===== src/rtl/mdrop_rx_pkg.sv =====
package mdrop_rx_pkg;

  localparam int DW = 8;

  typedef enum logic [2:0] {
    S_IDLE, S_START, S_DATA, S_TAG, S_STOP, S_MARK
  } rx_state_e;

  typedef struct packed {
    logic          brk;
    logic          ferr;
    logic          tag;
    logic [DW-1:0] data;
  } rx_frame_t;

  function automatic logic [3:0] len_of(input logic [1:0] sel);
    return 4'd5 + {2'b00, sel};
  endfunction

endpackage


===== src/rtl/mdrop_rx_sampler.sv =====
module mdrop_rx_sampler
  import mdrop_rx_pkg::*;
#(
  parameter int OSR = 16
) (
  input  logic      clk,
  input  logic      rst_n,
  input  logic      tick,
  input  logic      rxd_async,
  input  logic [1:0] len_sel,
  output logic      done,
  output rx_frame_t frame
);

  localparam int CW = $clog2(OSR);
  localparam logic [CW-1:0] HALF = CW'(OSR / 2 - 1);
  localparam logic [CW-1:0] LAST = CW'(OSR - 1);

  logic [1:0]    sync_q;
  logic          rxd_s;
  rx_state_e     st_q, st_d;
  logic [CW-1:0] cnt_q, cnt_d;
  logic [2:0]    idx_q, idx_d;
  logic [DW-1:0] dat_q, dat_d;
  logic          tag_q, tag_d;
  logic          done_q, done_d;
  rx_frame_t     frm_q, frm_d;
  logic [3:0]    nbits;

  assign rxd_s = sync_q[1];
  assign nbits = len_of(len_sel);

  always_comb begin
    st_d   = st_q;
    cnt_d  = cnt_q;
    idx_d  = idx_q;
    dat_d  = dat_q;
    tag_d  = tag_q;
    done_d = 1'b0;
    frm_d  = frm_q;
    if (tick) begin
      case (st_q)
        S_IDLE: if (!rxd_s) begin
          st_d  = S_START;
          cnt_d = '0;
        end
        S_START: if (cnt_q == HALF) begin
          if (rxd_s) st_d = S_IDLE;
          else begin
            st_d  = S_DATA;
            cnt_d = '0;
            idx_d = '0;
            dat_d = '0;
          end
        end else cnt_d = cnt_q + 1'b1;
        S_DATA: if (cnt_q == LAST) begin
          cnt_d        = '0;
          dat_d[idx_q] = rxd_s;
          idx_d        = idx_q + 3'd1;
          if ({1'b0, idx_q} == nbits - 4'd1) st_d = S_TAG;
        end else cnt_d = cnt_q + 1'b1;
        S_TAG: if (cnt_q == LAST) begin
          cnt_d = '0;
          tag_d = rxd_s;
          st_d  = S_STOP;
        end else cnt_d = cnt_q + 1'b1;
        S_STOP: if (cnt_q == LAST) begin
          cnt_d      = '0;
          done_d     = 1'b1;
          frm_d.data = dat_q;
          frm_d.tag  = tag_q;
          frm_d.ferr = !rxd_s;
          frm_d.brk  = !rxd_s && (dat_q == '0) && !tag_q;
          st_d       = rxd_s ? S_IDLE : S_MARK;
        end else cnt_d = cnt_q + 1'b1;
        S_MARK: if (rxd_s) st_d = S_IDLE;
        default: st_d = S_IDLE;
      endcase
    end
  end

  always_ff @(posedge clk or negedge rst_n) begin
    if (!rst_n) begin
      sync_q <= 2'b11;
      st_q   <= S_IDLE;
      cnt_q  <= '0;
      idx_q  <= '0;
      dat_q  <= '0;
      tag_q  <= 1'b0;
      done_q <= 1'b0;
      frm_q  <= '0;
    end else begin
      sync_q <= {sync_q[0], rxd_async};
      st_q   <= st_d;
      cnt_q  <= cnt_d;
      idx_q  <= idx_d;
      dat_q  <= dat_d;
      tag_q  <= tag_d;
      done_q <= done_d;
      frm_q  <= frm_d;
    end
  end

  assign done  = done_q;
  assign frame = frm_q;

  AST_DONE_PULSE: assert property (@(posedge clk) disable iff (!rst_n)
    done_q |=> !done_q);
  AST_BRK_HAS_FERR: assert property (@(posedge clk) disable iff (!rst_n)
    (done_q && frm_q.brk) |-> (frm_q.ferr && frm_q.data == '0));

endmodule


===== src/rtl/mdrop_rx_fifo.sv =====
module mdrop_rx_fifo #(
  parameter int DEPTH = 3,
  parameter int W     = 11
) (
  input  logic                       clk,
  input  logic                       rst_n,
  input  logic                       wr,
  input  logic [W-1:0]               wdata,
  input  logic                       rd,
  output logic [W-1:0]               rdata,
  output logic [$clog2(DEPTH+1)-1:0] count,
  output logic                       full,
  output logic                       empty
);

  localparam int PW   = (DEPTH > 1) ? $clog2(DEPTH) : 1;
  localparam int CNTW = $clog2(DEPTH + 1);

  logic [W-1:0]    mem_q [DEPTH];
  logic [PW-1:0]   wp_q, wp_d, rp_q, rp_d;
  logic [CNTW-1:0] cnt_q, cnt_d;
  logic            do_wr, do_rd;

  function automatic logic [PW-1:0] nxt(input logic [PW-1:0] p);
    return (p == PW'(DEPTH - 1)) ? '0 : p + 1'b1;
  endfunction

  assign full  = (cnt_q == CNTW'(DEPTH));
  assign empty = (cnt_q == '0);
  assign do_rd = rd && !empty;
  assign do_wr = wr && (!full || do_rd);

  always_comb begin
    wp_d  = do_wr ? nxt(wp_q) : wp_q;
    rp_d  = do_rd ? nxt(rp_q) : rp_q;
    cnt_d = cnt_q + CNTW'(do_wr) - CNTW'(do_rd);
  end

  always_ff @(posedge clk or negedge rst_n) begin
    if (!rst_n) begin
      wp_q  <= '0;
      rp_q  <= '0;
      cnt_q <= '0;
    end else begin
      wp_q  <= wp_d;
      rp_q  <= rp_d;
      cnt_q <= cnt_d;
    end
  end

  always_ff @(posedge clk) begin
    if (do_wr) mem_q[wp_q] <= wdata;
  end

  assign rdata = mem_q[rp_q];
  assign count = cnt_q;

  AST_NO_OVERFLOW: assert property (@(posedge clk) disable iff (!rst_n)
    (full && wr && !rd) |=> full && $stable(rp_q));
  AST_POP_EMPTY: assert property (@(posedge clk) disable iff (!rst_n)
    (empty && rd && !wr) |=> empty);

endmodule


===== src/rtl/mdrop_rx.sv =====
module mdrop_rx
  import mdrop_rx_pkg::*;
#(
  parameter int OSR   = 16,
  parameter int DEPTH = 3
) (
  input  logic       clk,
  input  logic       rst_n,
  input  logic       tick16,
  input  logic       rxd,
  input  logic [1:0] len_sel,
  input  logic       rx_en,
  input  logic       rd_pop,
  input  logic       ovr_clr,
  input  logic       irq_mask,
  output logic [7:0] rd_data,
  output logic [7:0] rd_stat,
  output logic       irq
);

  localparam int CNTW = $clog2(DEPTH + 1);
  localparam int FW   = $bits(rx_frame_t);

  logic            frm_done;
  rx_frame_t       frm;
  logic            keep, ovr_set;
  logic            ovr_q, ovr_d;
  logic            f_full, f_empty;
  logic [CNTW-1:0] f_cnt;
  logic [FW-1:0]   head_raw;
  rx_frame_t       head;

  mdrop_rx_sampler #(.OSR(OSR)) u_sampler (
    .clk       (clk),
    .rst_n     (rst_n),
    .tick      (tick16),
    .rxd_async (rxd),
    .len_sel   (len_sel),
    .done      (frm_done),
    .frame     (frm)
  );

  assign keep    = frm_done && (rx_en || frm.tag);
  assign ovr_set = keep && f_full && !rd_pop;

  mdrop_rx_fifo #(.DEPTH(DEPTH), .W(FW)) u_fifo (
    .clk   (clk),
    .rst_n (rst_n),
    .wr    (keep),
    .wdata (frm),
    .rd    (rd_pop),
    .rdata (head_raw),
    .count (f_cnt),
    .full  (f_full),
    .empty (f_empty)
  );

  assign head = rx_frame_t'(head_raw);

  always_comb begin
    ovr_d = ovr_q;
    if (ovr_set)      ovr_d = 1'b1;
    else if (ovr_clr) ovr_d = 1'b0;
  end

  always_ff @(posedge clk or negedge rst_n) begin
    if (!rst_n) ovr_q <= 1'b0;
    else        ovr_q <= ovr_d;
  end

  assign rd_data = f_empty ? '0 : head.data;
  assign rd_stat = {head.brk & ~f_empty, head.ferr & ~f_empty, head.tag & ~f_empty,
                    ovr_q, 2'b00, f_full, ~f_empty};
  assign irq     = ~f_empty & irq_mask;

  AST_DROP_DATA: assert property (@(posedge clk) disable iff (!rst_n)
    (frm_done && !rx_en && !frm.tag && !rd_pop) |=> $stable(f_cnt));
  AST_KEEP_ALL: assert property (@(posedge clk) disable iff (!rst_n)
    (frm_done && rx_en && !f_full && !rd_pop) |=> (f_cnt == $past(f_cnt) + 1'b1));
  AST_OVR_SET: assert property (@(posedge clk) disable iff (!rst_n)
    (keep && f_full && !rd_pop) |=> (ovr_q && f_full));
  AST_SIMUL_KEEP: assert property (@(posedge clk) disable iff (!rst_n)
    (keep && f_full && rd_pop && !ovr_q && !ovr_clr) |=> (f_full && !ovr_q));

endmodule


===== config.mk =====
export PLATFORM = sky130hd
export DESIGN_NAME = mdrop_rx
export DESIGN_NICKNAME = d
export VERILOG_FILES = /design/src/rtl/mdrop_rx_pkg.sv /design/src/rtl/mdrop_rx_sampler.sv /design/src/rtl/mdrop_rx_fifo.sv /design/src/rtl/mdrop_rx.sv
export SDC_FILE = /design/constraint.sdc
export NUM_CORES = 1
export LEC_CHECK = 0
export BUFFER_PORTS_ARGS = -buffer_cell sky130_fd_sc_hd__buf_2
export CAP_MARGIN = 5
export CORE_MARGIN = 8
export CORE_UTILIZATION = 59
export CTS_CLUSTER_DIAMETER = 200
export DETAILED_ROUTE_END_ITERATION = 10
export PLACE_DENSITY = 0.79
export SYNTH_ARGS = -nofsm -noshare
export SYNTH_HDL_FRONTEND = slang
export SYNTH_SLANG_ARGS = --single-unit

===== constraint.sdc =====
create_clock -name clk -period 2.59 [get_ports clk]
set_clock_uncertainty 0.15 [all_clocks]
set_input_delay 0.518 -clock clk [delete_from_list [all_inputs] [get_ports clk]]
set_output_delay 0.518 -clock clk [all_outputs]
set_load 0.02 [all_outputs]

Word level (Yosys, flattened, before mapping)
Memories as Yosys holds them, arrays and structs flattened. Index checks and enable logic that the tools add are counted.

Add/subtract/negate cells: 8. Multiply operators: 0. Divide/modulo/power cells: 0. Order comparisons: 2. Eq/ne operators: 19. Shifts and indexed selects: 0. Multiplexer cells: 35. Bitwise operators: 5. Reductions and logical operators: 27.

Operators by type and width (number): two-way mux 3 bit (11); two-way mux 8 bit (4); case mux 3 bit (6 select lines) (1); case mux 8 bit (2 select lines) (1); two-way mux 4 bit (3); != test 2 x 1 -> 1 bit, second input constant (6); case mux 4 bit (3 select lines) (1); bitwise mux 8 bit (1); logical AND 1 bit (8); zero test 8 bit (1); two-way mux 1 bit (8); AND reduction 8 bit (1); equality test 2 bit, second input constant (3); equality test 3 x 2 -> 1 bit, second input constant (2); equality test 3 bit, second input constant (2); two-way mux 2 bit (3); case mux 3 bit (2 select lines) (1); AND reduction 3 bit (2); zero test 1 bit (5); AND reduction 5 bit (1); adder 2 x 1 -> 2 bit, second input constant (2); adder 3 x 2 -> 4 bit, first input constant (1); adder 4 x 1 -> 4 bit, second input constant (1); bitwise AND 1 bit (4); 20 further kinds (23).

Bits in registers: 40. Bits in latches: 0. Bits in writable memories: 33. ROM bits: 0. Bits of input ports: 10. Word-level logic and storage cells: 112. Memories: 1.

Memory list: u_fifo.mem_q (depth 3, width 11, read ports 1, clocked after memory_dff 0, write ports 1, line mdrop_rx_fifo.sv:19) `logic [W-1:0] mem_q [DEPTH];`.

Logic depth before layout (Yosys ltp)
Depth in word-level cells: 7. Mapped depth: 7. Depth with buffers taken out: 7.

By module
A second synthesis with hierarchy kept.

Cell total of the unflattened synthesis: 295. Area, all modules: 3473.3 um2.

By module, submodules not included: mdrop_rx_sampler (instances 1, cells each 170, area an instance 1750.4 um2); mdrop_rx_fifo (instances 1, cells each 101, area an instance 1551.5 um2); mdrop_rx (instances 1, cells each 24, area an instance 171.4 um2).

Worst setup path after synthesis
No wires, ideal clock.

Kind: input port to flip-flop. Start: in rx_en. End: mem u_fifo.mem_q[1][0], enable pin. Library setup time: 398 ps. Arrival time: 1803 ps. Required time: 2042 ps. Slack: 239 ps. Stages on the path: 3. Buffers on the path: 0. Path through: o21ai_0 -> o21bai_1 -> nor3b_1.

Longest elaborated chain between the ends: 5.

RTL lines: start: declaration (line mdrop_rx.sv:12) `input logic rx_en,`; logical OR 1 bit (line mdrop_rx.sv:43) `assign keep = frm_done && (rx_en || frm.tag);`; logical AND 1 bit (line mdrop_rx.sv:43); logical AND 1 bit (line mdrop_rx_fifo.sv:31) `assign do_wr = wr && (!full || do_rd);`; two-way mux 1 bit (line mdrop_rx_fifo.sv:52) `if (do_wr) mem_q[wp_q] <= wdata;`; two-way mux 1 bit (implied by the code) (line mdrop_rx_fifo.sv:52); end: declaration (line mdrop_rx_fifo.sv:19).

Every way passes these cells.

Final worst setup path
Start: reg u_fifo.rp_q[0]. End: out rd_data[2].

Longest elaborated chain between the ends: 2.

RTL lines: start: declaration (line mdrop_rx_fifo.sv:20) `logic [PW-1:0] wp_q, wp_d, rp_q, rp_d;`; start signal: assignment (line mdrop_rx_fifo.sv:46) `rp_q <= rp_d;`; memory (3 x 11 bit); two-way mux 8 bit (line mdrop_rx.sv:71) `assign rd_data = f_empty ? '0 : head.data;`; end: declaration (line mdrop_rx.sv:16) `output logic [7:0] rd_data,`.

Every way passes these cells.

==> impl_metrics.yaml <==
setup_path:
  cp_slowest_stage_delay_ns: 0.51
  reg2reg_slack_ns: 0.60
  crit_family: "flip-flops"
  cp_data_required_time_ns: 1.92
  critPathBufInv: 2
  endpoint_kind: "output pin"
  path_cells: "buf_4 > mux2i_1 > nor2_1 > a21oi_1 > nor2_1 > buf_2"
  critPathMostFrequentCell: "nor2_1"
  regToRegEndpoint: "u_sampler.dat_q[5]$_DFFE_PN0P_"
  slowest_stage: "dfrtp_1"
  r2r_cells: 4
  timing.rr.start: "u_sampler.st_q[0]$_DFFE_PN0P_"
  critPathKind: "reg -> out"
  startpoint_type: "flip-flop"
  cp_data_arrival_time_ns: 1.69
  crit_fanout: 7
yosys:
  avgSynthCellArea_um2: 11.7
  synth.area.mux_share_pct: 8.21
  ys_seq_elements: 73
  synth_edf_count: 33
  synth_compound_area_share_pct: 11.2
  ys_async_sr_fraction_pct: 54.8
  ys_warn_count: 0
  synth_simple_gate_area_share_pct: 13.0
  synth_top_family_by_area: "simple AND/OR/NAND/NOR gates"
  synthFlopType: "dfrtp_1"
  synth_area_leader_cell: "edfxtp_1"
  synth_xor_area_share_pct: 1.57
  ys_top_cells_by_count: "dfrtp_1 (38), edfxtp_1 (33), nor2_1 (27)"
  ys_seq_area_share_pct: 59.5
  synth_top_area_share_pct: 29.6
  synth_area_mm2: 0.00335
  synth_cell_types: 47
  synth-adder-area-share_pct: 1.49
  synth.most_common_cell: "dfrtp_1"
  synthCells: 287
  synth.area.top_cells: "edfxtp_1 (30%), dfrtp_1 (28%), mux2i_1 (4.2%)"
die:
  start_util_pct: 60.9
  rows: 27
  num_io_pins: 27
  die_w_um: 91.4
  die_h_um: 91.4
  dieArea_mm2: 0.00835
  coreArea_mm2: 0.00551
routing:
  routed_wl_um: 5440
  wire_per_inst_um: 14.2
  viasPerCell: 5.49
  num_vias: 2108
  drt_iter0_drc: 97
  postRouteAntennaNets: 0
  drc: 0
  drt_first_pass_iters: 4
timing:
  worstMarginPinSlew_ns: 0.906
  fin_crit_sh_pct: 91.2
  finalSetupTns_ns: 0
  timing.fmax_mhz: 423
  whs_ns: 0.132
  hold_viol: 0
  drv_slew: 0
  setup_viol: 0
  slew_headroom_pct: 39.6
  rsz0062_at_grt: "false"
  fin_crit_ns: 2.36
clocking:
  clock-root-buffer: "clkbuf_8"
  cts_made_buffers: 9
  holdBufCountCts: 0
  cts_tree: "built"
  clk_path_buf_depth: 2
  postCtsSetupBuffers: 0
  clk_pin_slew_ns: 0.07
  cts_resized: 0
  insertion_delay_ns: 0.34
  cts.sinks: 73
  htreeDepth: 3
pwr:
  switching_share_pct: 26.1
  irDropWorstVdd_v: 0.000414
  p_seq_share_pct: 46.9
  power.internal_uw: 2210
  p_per_area_mw_per_mm2: 798
  p_comb_share_pct: 15.4
  total_power_uw: 2990
  leakagePower_uw: 0.00179
  p_sw_uw: 781
  clockPowerShare_pct: 37.7
worst_hold_path:
  whs_path_depth: 1
  hold_path_class: "in -> reg"
  hold_end: "u_sampler.sync_q[0]$_DFF_PN1_"
  min-delay-start: "rxd"
global_route:
  grt_pass1_vias: 2095
  grt_first_pass_wirelength_um: 9710
  grt_usage_pct: 14.4
  grt_max_degree: 41
  grt_util_met1_pct: 17.0
  antenna_found_initial: 0
  grt-busiest-layer: "met2"
  grtUsageMet3_pct: 3.46
  grt_util_met2_pct: 23.6
  overflow: 0
cells_and_area:
  drive_above_1_share_pct: 18.9
  final_cell_area_mm2: 0.00375
  multiInputGateArea_mm2: 0.00120
  syn2layout_area_growth_pct: 11.8
  n_fill_cell: 412
  fin_nets: 321
  antenna_cells: 0
  ff_latch_area_mm2: 0.00199
  final_cells: 384
place:
  io_buffers: 24
  place_inst: 368
  gp_congestion: 0.746
  place_hpwl_um: 3740
  placed_cell_area_mm2: 0.00349
status:
  outcome: "complete, no violations"
flow_run:
  maxCapViolCount: 0
## final cells by class
class | count | area share [%]
sequential | 73 | 53.2
tap | 72 | 2.40
clock inverter | 6 | 3.47
clock buffer | 10 | 3.41
timing repair buffer | 29 | 4.21
multi-input combinational | 181 | 32.0
inverter | 13 | 1.30
## power by group through the flow
stage | Clock, µW | Combinational [µW] | Sequential [µW]
floorplan | 0 | 455 | 1330
global placement | 0 | 448 | 1420
detailed placement | 0 | 469 | 1420
CTS | 1150 | 470 | 1400
global route | 1200 | 516 | 1420
finish | 1130 | 462 | 1400
## state kept, by name, indices dropped and copies added, names as in the netlist, 3 cells and up
signal	count
u_fifo.mem_q	33
u_sampler.frame	11
u_sampler.dat_q	8
u_sampler.cnt_q	4
u_sampler.idx_q	3
u_sampler.st_q	3
## worst max path at each step
stage	from	slack [ns]	endpoint	cells after the start
after floorplan	rx_en	0.24	u_fifo.mem_q[1][0]$_DFFE_PP_	3
final	u_fifo.rp_q[0]$_DFFE_PN0P_	0.23	rd_data[2]	6
after global placement	u_fifo.rp_q[0]$_DFFE_PN0P_	0.61	rd_data[2]	6
after detailed placement	u_fifo.rp_q[0]$_DFFE_PN0P_	0.56	rd_data[2]	6
after global routing	u_fifo.rp_q[0]$_DFFE_PN0P_	0.04	rd_data[7]	6
after CTS	u_fifo.rp_q[0]$_DFFE_PN0P_	0.20	rd_data[2]	6
## placed cells by master, fill, tap and decap left out, types with 7 or more instances in the layout
| master | netlist | routed |
|---|---|---|
| a21oi_1 | 18 | 18 |
| buf_2 | 5 | 24 |
| clkbuf_8 | 0 | 9 |
| dfrtp_1 | 38 | 38 |
| edfxtp_1 | 33 | 33 |
| inv_1 | 13 | 13 |
| mux2_2 | 7 | 7 |
| mux2i_1 | 14 | 14 |
| nand2_1 | 21 | 21 |
| nand3_1 | 7 | 7 |
| nor2_1 | 27 | 27 |
| o21ai_0 | 18 | 18 |
## kinds of logic (layout without fill, tap and decap cells)
logic type | count (synthesis) | after routing
fa+ha+maj | 4 | 4
buf+inv | 34 | 58
compound gates | 60 | 60
xor+xnor | 6 | 6
mux | 26 | 26
other cells | 1 | 2
simple gates | 83 | 83
flops | 73 | 73
## per-layer routing
| metal | share of wire (%) | vias up |
|---|---|---|
| met5 | 0 | - |
| met4 | 1.8 | 0 |
| met3 | 4.2 | 7 |
| met2 | 49 | 38 |
| met1 | 45 | 1010 |
| li1 | - | 1053 |
## through the flow
stage / setup slack, ns / utilization (%)
global placement: 0.608 / 63.3
floorplan: 0.239 / -
finish: 0.228 / 68.0
CTS: 0.196 / 68.0
global route: 0.0416 / 68.0
detailed placement: 0.562 / 63.3
(Power assumes the default switching activity.)
